==> config.mk <==
export PLATFORM = sky130hd
export DESIGN_NAME = gpw_walker
export DESIGN_NICKNAME = d
export VERILOG_FILES = /design/src/rtl/gpw_pkg.sv /design/src/rtl/gpw_guard_unit.sv /design/src/rtl/gpw_step_eval.sv /design/src/rtl/gpw_fetch_addr.sv /design/src/rtl/gpw_walker.sv
export SDC_FILE = /design/constraint.sdc
export NUM_CORES = 1
export LEC_CHECK = 0
export ABC_AREA = 1
export BUFFER_PORTS_ARGS = -buffer_cell sky130_fd_sc_hd__buf_2
export CORE_MARGIN = 4
export CORE_UTILIZATION = 33
export CTS_CLUSTER_DIAMETER = 200
export DETAILED_ROUTE_END_ITERATION = 16
export PLACE_DENSITY = 0.52
export SYNTH_ARGS = -nofsm -noshare
export SYNTH_HDL_FRONTEND = slang
export SYNTH_SLANG_ARGS = --single-unit
==> constraint.sdc <==
create_clock -name clk -period 4.32 [get_ports clk]
set_input_delay 0.432 -clock clk [delete_from_list [all_inputs] [get_ports clk]]
set_output_delay 0.432 -clock clk [all_outputs]
set_load 0.05 [all_outputs]
==> src/rtl/gpw_pkg.sv <==
package gpw_pkg;

    localparam int ENTRY_W = 64;
    localparam int GUARD_W = 16;
    localparam int GLEN_W  = 5;
    localparam int PTR_W   = ENTRY_W - GUARD_W - GLEN_W - 2;

    // Table entry, least significant field last
    typedef struct packed {
        logic [PTR_W-1:0]   ptr;    // child table base or frame number
        logic [GUARD_W-1:0] guard;
        logic [GLEN_W-1:0]  glen;
        logic               leaf;
        logic               valid;
    } gpw_entry_t;

    typedef enum logic [2:0] {
        FLT_NONE       = 3'd0,
        FLT_INVALID    = 3'd1,
        FLT_GUARD      = 3'd2,
        FLT_GLEN       = 3'd3,
        FLT_EARLY_LEAF = 3'd4,
        FLT_NO_BITS    = 3'd5,
        FLT_LIMIT      = 3'd6
    } gpw_fault_e;

    typedef enum logic {
        ST_IDLE = 1'b0,
        ST_WALK = 1'b1
    } gpw_state_e;

endpackage

==> src/rtl/gpw_guard_unit.sv <==
module gpw_guard_unit
    import gpw_pkg::*;
#(
    parameter int VPN_W = 20,
    parameter int REM_W = 5
) (
    input  logic [VPN_W-1:0]   vpn_i,
    input  logic [REM_W-1:0]   rem_i,
    input  logic [GLEN_W-1:0]  glen_i,
    input  logic [GUARD_W-1:0] guard_i,
    output logic               len_bad_o,
    output logic               match_o,
    output logic [VPN_W-1:0]   vpn_o,
    output logic [REM_W-1:0]   rem_o
);

    logic [31:0] top_bits;
    logic [31:0] want_bits;

    always_comb begin
        len_bad_o = (int'(glen_i) > GUARD_W) || (int'(glen_i) > int'(rem_i));
        top_bits  = '0;
        want_bits = '0;
        if ((glen_i != '0) && !len_bad_o) begin
            top_bits  = 32'(vpn_i >> (VPN_W - int'(glen_i)));
            want_bits = 32'(guard_i) & ((32'd1 << glen_i) - 32'd1);
        end
        match_o = (top_bits == want_bits);
        vpn_o   = vpn_i << glen_i;
        rem_o   = rem_i - REM_W'(glen_i);
    end

endmodule

==> src/rtl/gpw_step_eval.sv <==
module gpw_step_eval
    import gpw_pkg::*;
#(
    parameter int VPN_W     = 20,
    parameter int REM_W     = 5,
    parameter int CNT_W     = 4,
    parameter int IDX_W     = 4,
    parameter int MAX_FETCH = 8
) (
    input  gpw_entry_t       entry_i,
    input  logic [VPN_W-1:0] vpn_i,
    input  logic [REM_W-1:0] rem_i,
    input  logic [CNT_W-1:0] count_i,  // fetches including this one
    output gpw_fault_e       fault_o,
    output logic             finish_o,
    output logic [VPN_W-1:0] vpn_o,
    output logic [REM_W-1:0] rem_o
);

    logic len_bad;
    logic match;

    gpw_guard_unit #(
        .VPN_W (VPN_W),
        .REM_W (REM_W)
    ) u_guard (
        .vpn_i     (vpn_i),
        .rem_i     (rem_i),
        .glen_i    (entry_i.glen),
        .guard_i   (entry_i.guard),
        .len_bad_o (len_bad),
        .match_o   (match),
        .vpn_o     (vpn_o),
        .rem_o     (rem_o)
    );

    // Checks in priority order
    always_comb begin
        fault_o = FLT_NONE;
        if (!entry_i.valid) begin
            fault_o = FLT_INVALID;
        end else if (len_bad) begin
            fault_o = FLT_GLEN;
        end else if (!match) begin
            fault_o = FLT_GUARD;
        end else if (entry_i.leaf) begin
            if (rem_o != '0) fault_o = FLT_EARLY_LEAF;
        end else if (int'(rem_o) < IDX_W) begin
            fault_o = FLT_NO_BITS;
        end else if (int'(count_i) >= MAX_FETCH) begin
            fault_o = FLT_LIMIT;
        end
        finish_o = entry_i.valid && entry_i.leaf && (fault_o == FLT_NONE);
    end

endmodule

==> src/rtl/gpw_fetch_addr.sv <==
module gpw_fetch_addr #(
    parameter int TB_W  = 33,
    parameter int IDX_W = 4,
    parameter int ESZ_W = 3,
    parameter int PA_W  = TB_W + IDX_W + ESZ_W
) (
    input  logic [TB_W-1:0]  base_i,
    input  logic [IDX_W-1:0] idx_i,
    output logic [PA_W-1:0]  addr_o
);

    // Tables are aligned to their own size: base, index, entry byte offset
    assign addr_o = {base_i, idx_i, {ESZ_W{1'b0}}};

endmodule

==> src/rtl/gpw_walker.sv <==
module gpw_walker
    import gpw_pkg::*;
#(
    parameter int VA_W      = 32,
    parameter int OFF_W     = 12,
    parameter int IDX_W     = 4,
    parameter int PA_W      = 40,
    parameter int MAX_FETCH = 8,
    localparam int ESZ_W    = $clog2(ENTRY_W / 8),
    localparam int VPN_W    = VA_W - OFF_W,
    localparam int REM_W    = $clog2(VPN_W + 1),
    localparam int TB_W     = PA_W - IDX_W - ESZ_W,
    localparam int FR_W     = PA_W - OFF_W,
    localparam int CNT_W    = $clog2(MAX_FETCH + 1)
) (
    input  logic               clk,
    input  logic               rst_n,
    input  logic               start,
    input  logic [VA_W-1:0]    vaddr,
    input  logic [TB_W-1:0]    root_base,
    output logic               busy,
    output logic               done,
    output logic               fault,
    output logic [2:0]         fault_code,
    output logic [PA_W-1:0]    paddr,
    output logic [CNT_W-1:0]   fetch_count,
    output logic               mem_req,
    output logic [PA_W-1:0]    mem_addr,
    input  logic               mem_ack,
    input  logic [ENTRY_W-1:0] mem_rdata
);

    typedef struct packed {
        gpw_state_e       state;
        logic [VPN_W-1:0] vpn;    // untranslated bits, left aligned
        logic [REM_W-1:0] rem;    // untranslated bit count
        logic [PA_W-1:0]  addr;
        logic [OFF_W-1:0] off;
        logic [CNT_W-1:0] count;
        logic             done;
        logic             fault;
        gpw_fault_e       code;
        logic [PA_W-1:0]  paddr;
    } walk_regs_t;

    walk_regs_t q, d;

    gpw_entry_t       ent;
    gpw_fault_e       step_fault;
    logic             step_finish;
    logic [VPN_W-1:0] step_vpn;
    logic [REM_W-1:0] step_rem;
    logic [CNT_W-1:0] cnt_inc;
    logic [TB_W-1:0]  base_sel;
    logic [IDX_W-1:0] idx_sel;
    logic [PA_W-1:0]  fetch_addr;
    logic             unused_ptr;

    assign ent        = gpw_entry_t'(mem_rdata);
    assign cnt_inc    = q.count + CNT_W'(1);
    assign unused_ptr = ^ent.ptr;

    gpw_step_eval #(
        .VPN_W     (VPN_W),
        .REM_W     (REM_W),
        .CNT_W     (CNT_W),
        .IDX_W     (IDX_W),
        .MAX_FETCH (MAX_FETCH)
    ) u_step (
        .entry_i  (ent),
        .vpn_i    (q.vpn),
        .rem_i    (q.rem),
        .count_i  (cnt_inc),
        .fault_o  (step_fault),
        .finish_o (step_finish),
        .vpn_o    (step_vpn),
        .rem_o    (step_rem)
    );

    // Address source: root on launch, child table while walking
    always_comb begin
        if (q.state == ST_WALK) begin
            base_sel = ent.ptr[TB_W-1:0];
            idx_sel  = step_vpn[VPN_W-1 -: IDX_W];
        end else begin
            base_sel = root_base;
            idx_sel  = vaddr[VA_W-1 -: IDX_W];
        end
    end

    gpw_fetch_addr #(
        .TB_W  (TB_W),
        .IDX_W (IDX_W),
        .ESZ_W (ESZ_W),
        .PA_W  (PA_W)
    ) u_addr (
        .base_i (base_sel),
        .idx_i  (idx_sel),
        .addr_o (fetch_addr)
    );

    always_comb begin
        d      = q;
        d.done = 1'b0;
        case (q.state)
            ST_IDLE: begin
                if (start) begin
                    d.state = ST_WALK;
                    d.vpn   = vaddr[VA_W-1:OFF_W] << IDX_W;
                    d.rem   = REM_W'(VPN_W - IDX_W);
                    d.off   = vaddr[OFF_W-1:0];
                    d.count = '0;
                    d.addr  = fetch_addr;
                end
            end
            ST_WALK: begin
                if (mem_ack) begin
                    d.count = cnt_inc;
                    if (step_fault != FLT_NONE) begin
                        d.state = ST_IDLE;
                        d.done  = 1'b1;
                        d.fault = 1'b1;
                        d.code  = step_fault;
                        d.paddr = '0;
                    end else if (step_finish) begin
                        d.state = ST_IDLE;
                        d.done  = 1'b1;
                        d.fault = 1'b0;
                        d.code  = FLT_NONE;
                        d.paddr = {ent.ptr[FR_W-1:0], q.off};
                    end else begin
                        d.addr = fetch_addr;
                        d.vpn  = step_vpn << IDX_W;
                        d.rem  = step_rem - REM_W'(IDX_W);
                    end
                end
            end
            default: d.state = ST_IDLE;
        endcase
    end

    always_ff @(posedge clk or negedge rst_n) begin
        if (!rst_n) q <= '0;
        else        q <= d;
    end

    assign busy        = (q.state == ST_WALK);
    assign mem_req     = (q.state == ST_WALK);
    assign mem_addr    = q.addr;
    assign done        = q.done;
    assign fault       = q.fault;
    assign fault_code  = q.code;
    assign paddr       = q.paddr;
    assign fetch_count = q.count;

endmodule

Yosys cells after proc, flatten, opt, wreduce, memory -nomap -nowiden
Cells that the tools add are included.
Word-level totals
  input port bits: 133
  flip-flop bits (word level): 127
Cells by class
  multiplexer cells: 23
  eq/ne operators: 5
  add/sub/neg operators: 5
  $lt $le $gt $ge: 4
  bitwise operators: 2
  reductions and logical operators: 14
  shift operators: 3
Operators with widths (count)
  $mux 45: 3
  $pmux 66 s2: 1
  $mux 65: 2
  $mux 82: 1
  $mux 66: 1
  $mux 32: 2
  $mux 49: 1
  $mux 33: 1
  $and 16x32->32: 1
  $eq 32x32->1: 1
  $shl 1x5->32 const A: 1
  $shr 20x32->32: 1
  $sub 32x1->32 const B: 1
  $mux 3: 7
  $shl 20x5->20: 1
  $reduce_bool 5->1: 2
  $ne 2x2->1 const B: 4
  $pmux 4 s2: 1
  $sub 5x5->6 const A: 1
  $gt 5x5->1: 1
  $gt 5x5->1 const B: 1
  $lt 5x3->1 const B: 1
  $sub 5x3->5 const B: 1
  $sub 5x5->5: 1
  other kinds (14): 18

Longest topological paths before layout
  depth in word-level cells: 15
  depth in mapped cells: 31

Modules after synthesis
A second synthesis with hierarchy kept.
Second synthesis, totals
  cells, all modules: 1458
  area total of the unflattened synthesis: 9639.2 µm²
Modules (own cells, without submodules)
  gpw_walker: sequential area each 3078.0 µm², area each 6282.3 µm², instances 1, cells each 780
  gpw_guard_unit: sequential area each 0.0 µm², area each 2937.8 µm², instances 1, cells each 615
  gpw_fetch_addr: sequential area each 0.0 µm², area each 304.0 µm², instances 1, cells each 41
  gpw_step_eval: sequential area each 0.0 µm², area each 115.1 µm², instances 1, cells each 22

Worst setup path before layout
Ideal clock, no wire load.
  path kind: input-to-reg
  from: input port mem_rdata[3]
  to: register q[102] (netlist bit)
  data arrival time: 3.681 ns
  path slack: 0.523 ns
  stages on the path: 26
  path buffers: 3
  data required time: 4.203 ns
  cells stage by stage: clkinv_1 clkbuf_1 ha_1 ha_1 inv_1 nor2_2 inv_1 ha_1 nand2_1 nor2_4 nand3_1 nand2_1 a211oi_1 nor2_1 nor2_1 nand3_1 nor2_2 nand4_2 nor2_4 nand2_4 nand2_4 nand2_4 buf_6 buf_8 nand2_1 nand2_1
On the way
  cells in the longest elaborated chain, start to end: 13
  elaborated cells between the ends (all ways): 34
  those cells by class: 4 x add/sub; 3 x order compare; 3 x eq/ne; 2 x shift; 12 x mux; 1 x bitwise; 9 x reduce/logical
RTL lines
  start: declaration: RTL line gpw_walker.sv:30  | input logic [ENTRY_W-1:0] mem_rdata
  branches (longest 13 deep; another with $sub 32x1->32)
  end signal: assignment: RTL line gpw_walker.sv:143  | if (!rst_n) q <= '0;
  end signal: assignment: RTL line gpw_walker.sv:144  | else q <= d;
  end: declaration: RTL line gpw_walker.sv:46  | walk_regs_t q, d;
Several ways; the timed one is not identified. The select of a mux whose other input is x is not followed.
A chain may end at the register's enable or synchronous reset.

Final worst setup path
  from: input port mem_rdata[2]
  to: register q[122] (netlist bit)
The elaborated chain is that of the path after synthesis.

==> results.yml <==
sta:
  hold_violations: 0
  max_slew.worst_pin.slew_ns: 0.972
  fmax_ghz: 0.274
  setup_viol: 0
  rsz0062_at_grt: "no"
  finClkSkew_ns: 0.0224
  fin_tns_setup_ns: 0
  max-slew-margin-rel: 0.352
  finalCritPeriodShare: 0.843
  period_needed_ns: 3.64
  drv_slew: 0
floorplanning:
  initial_core_util: 0.337
  ios: 224
  num_rows: 60
  die_area_um2: 30500
  die-width_um: 175
  die_y_um: 175
  coreArea_um2: 27200
critical_path:
  ff2ff_path_depth: 22
  required_ns: 4.62
  crit_path_max_fanout: 28
  reg2reg_slack_ns: 0.78
  worstSetupStartpointType: "primary input"
  worstReg2RegEnd: "q[122]"
  cp.arrival_ns: 3.94
  setup.worst_path.end_class: "flop"
  endpoint: "q[122]"
  reg2reg_from: "q[103]"
  cp-startpoint: "mem_rdata[2]"
  crit_type: "in -> reg"
power_and_ir_drop:
  power_w: 0.00504
  power.density_nw_per_um2: 476
  p_int_w: 0.00283
  power_frac_comb: 0.406
  irDropWorstVdd_mv: 0.310
  swShare: 0.438
  leakage_nw: 6.10
  pwr-share-clk: 0.299
  netSwitchingPower_w: 0.00221
  seq_power_share: 0.295
clock_network:
  clock_latency_ns: 0.42
  clk_path_buf_depth: 2
  cts_buffers: 17
  hold_buffers: 0
  post_cts_buffers: 0
  ctsResizeCount: 0
  cts_root_buffer: "clkbuf_16"
  cts_sinks: 120
  cts_tree: "yes"
  htree_levels: 4
  clk_pin_slew_worst_paths_ns: 0.06
global_route:
  grt_max_degree: 73
  grt_util_all_layers: 0.193
  grt-ovfl-total: 0
  grt_pass1_vias: 8656
  antenna_found_initial: 3
  grt_pass1_wl_mm: 47.5
synthesis:
  synth-edff-count: 0
  ys_seq_area_frac: 0.328
  syn_area_um2: 9170
  synth_area_per_cell_um2: 6.59
  yosys.cell_types.count: 45
  yosys_most_used_dff: "dfrtp_1"
  ys_ff_latch: 120
  ys_async_sr_fraction: 1.00
  netlist_instances: 1392
  yosys_warnings: 0
drt:
  dr.pass1.iters: 5
  drt_iter0_drc: 587
  wire_per_inst_um: 15.8
  vias: 9018
  viasPerCell: 4.78
  antenna_left: 0
  routed_wl_mm: 29.8
  drc: 0
layout:
  drive_gt1_frac: 0.212
  fin_cells: 1885
  nets: 1647
  finish.instance_area_um2: 10600
  fin_util: 0.389
  area.growth.synth_to_final_pct: 15.4
placed_design:
  dp_hpwl_mm: 22.6
  placed_area_um2: 9960
  io_buffers: 212
  place.gp.congestion: 0.897
  dp.cells: 1851
job:
  cap_violations: 0
min_path:
  hp-class: "in -> async"
outcome:
  status: "complete, no violations"
[critical path, cell delays in order]
cell	delay, ns
buf_2	0.18
inv_2	0.05
ha_1	0.23
ha_1	0.21
inv_1	0.09
nor2_2	0.06
inv_1	0.10
ha_1	0.20
nand2_1	0.10
nor2_4	0.17
inv_1	0.09
a211oi_1	0.41
nor2_1	0.09
nor2_1	0.12
nand3_1	0.10
nor2_2	0.25
nand4_2	0.17
nor2_4	0.19
nand2_4	0.09
nand2_4	0.10
nand2_4	0.12
buf_12	0.23
nand2_1	0.07
nand2_1	0.05
[power groups by stage]
stage                     Combinational [W]  Clock, W  Sequential [W]
after global routing                0.00225   0.00160         0.00151
after floorplan                     0.00168         0         0.00147
final                               0.00204   0.00151         0.00149
after global placement              0.00205         0         0.00150
after CTS                           0.00206   0.00155         0.00149
after detailed placement            0.00206         0         0.00150
[metrics by stage]
stage               setup slack, ns  hold WS (ns)
CTS                           0.664         0.203
floorplan                     0.523         0.136
global route                  0.296         0.217
finish                        0.677         0.147
global placement              0.278         0.452
detailed placement            0.236         0.454
[cells by family (layout without fill, tap and decap cells)]
| group | count (synthesis) | count (layout) | synth area share |
|---|---|---|---|
| buf+inv | 273 | 390 | 0.163 |
| other cells | 1 | 5 | 0.000409 |
| flops | 120 | 120 | 0.328 |
| fa+ha+maj | 16 | 16 | 0.0227 |
| simple gates | 859 | 859 | 0.404 |
| xor+xnor | 8 | 8 | 0.00764 |
| compound gates | 115 | 115 | 0.0751 |
[state kept, by name (all words and copies together) (netlist names)]
name,cells
busy,1
done,1
fault,1
mem_addr,37
q,33
fetch_count,4
fault_code,3
paddr,40
[worst min-delay path by stage]
| stage | slack, ns | depth (start not counted) | from | to |
|---|---|---|---|---|
| after floorplan | 0.14 | 0 | rst_n | busy |
| after global placement | 0.45 | 2 | mem_addr[39] | mem_addr[39] |
| after detailed placement | 0.45 | 2 | mem_addr[39] | mem_addr[39] |
| after CTS | 0.20 | 3 | vaddr[1] | q[50] |
| after global routing | 0.22 | 3 | vaddr[6] | q[55] |
| final | 0.15 | 1 | rst_n | paddr[32] |
[synthesized netlist by cell type (7+ instances only)]
| cell type | number | area share |
|---|---|---|
| inv_2 | 14 | 0.0057 |
| inv_1 | 100 | 0.041 |
| buf_4 | 106 | 0.087 |
| nor2_4 | 9 | 0.011 |
| nand3b_1 | 8 | 0.0066 |
| o21ai_0 | 58 | 0.032 |
| a21oi_1 | 16 | 0.0087 |
| nand3_1 | 195 | 0.11 |
| a22o_1 | 14 | 0.013 |
| nor2_1 | 145 | 0.059 |
| clkbuf_1 | 22 | 0.0090 |
| nand2_1 | 462 | 0.19 |
| nand4_1 | 15 | 0.010 |
| dfrtp_1 | 120 | 0.33 |
| nor2_2 | 8 | 0.0055 |
| buf_2 | 19 | 0.010 |
| ha_1 | 15 | 0.020 |
| xor2_1 | 7 | 0.0067 |
[final cells by class]
| class | instances | area, um2 |
|---|---|---|
| fillers | 2950 | 16600 |
| inverters | 117 | 442 |
| diodes | 2 | 5.00 |
| well taps | 372 | 465 |
| clock buffers | 18 | 429 |
| clock inverters | 14 | 189 |
| flip-flops and latches | 120 | 3000 |
| multi-input cells | 1001 | 4680 |
| repair buffers | 241 | 1370 |
[routing by layer]
layer	part of all wire	GRT usage	routed length (um)
met1	0.44	0.254	13200
met2	0.48	0.321	14200
met3	0.062	0.0450	1860
met4	0.017	0.0481	520
met5	0.00024	0	7
[cell usage in the layout, fill, tap and decap left out, types with 9 or more instances in the layout]
master       n
nand3_1    195
clkbuf_16   17
a21oi_1     16
nand2_1    461
buf_4       23
buf_2      211
nand4_1     15
a22o_1      14
ha_1        15
nor2_4       9
o21ai_0     58
dfrtp_1    120
inv_2       14
inv_1      100
nor2_1     145
Power figures use the tool's default switching activity.
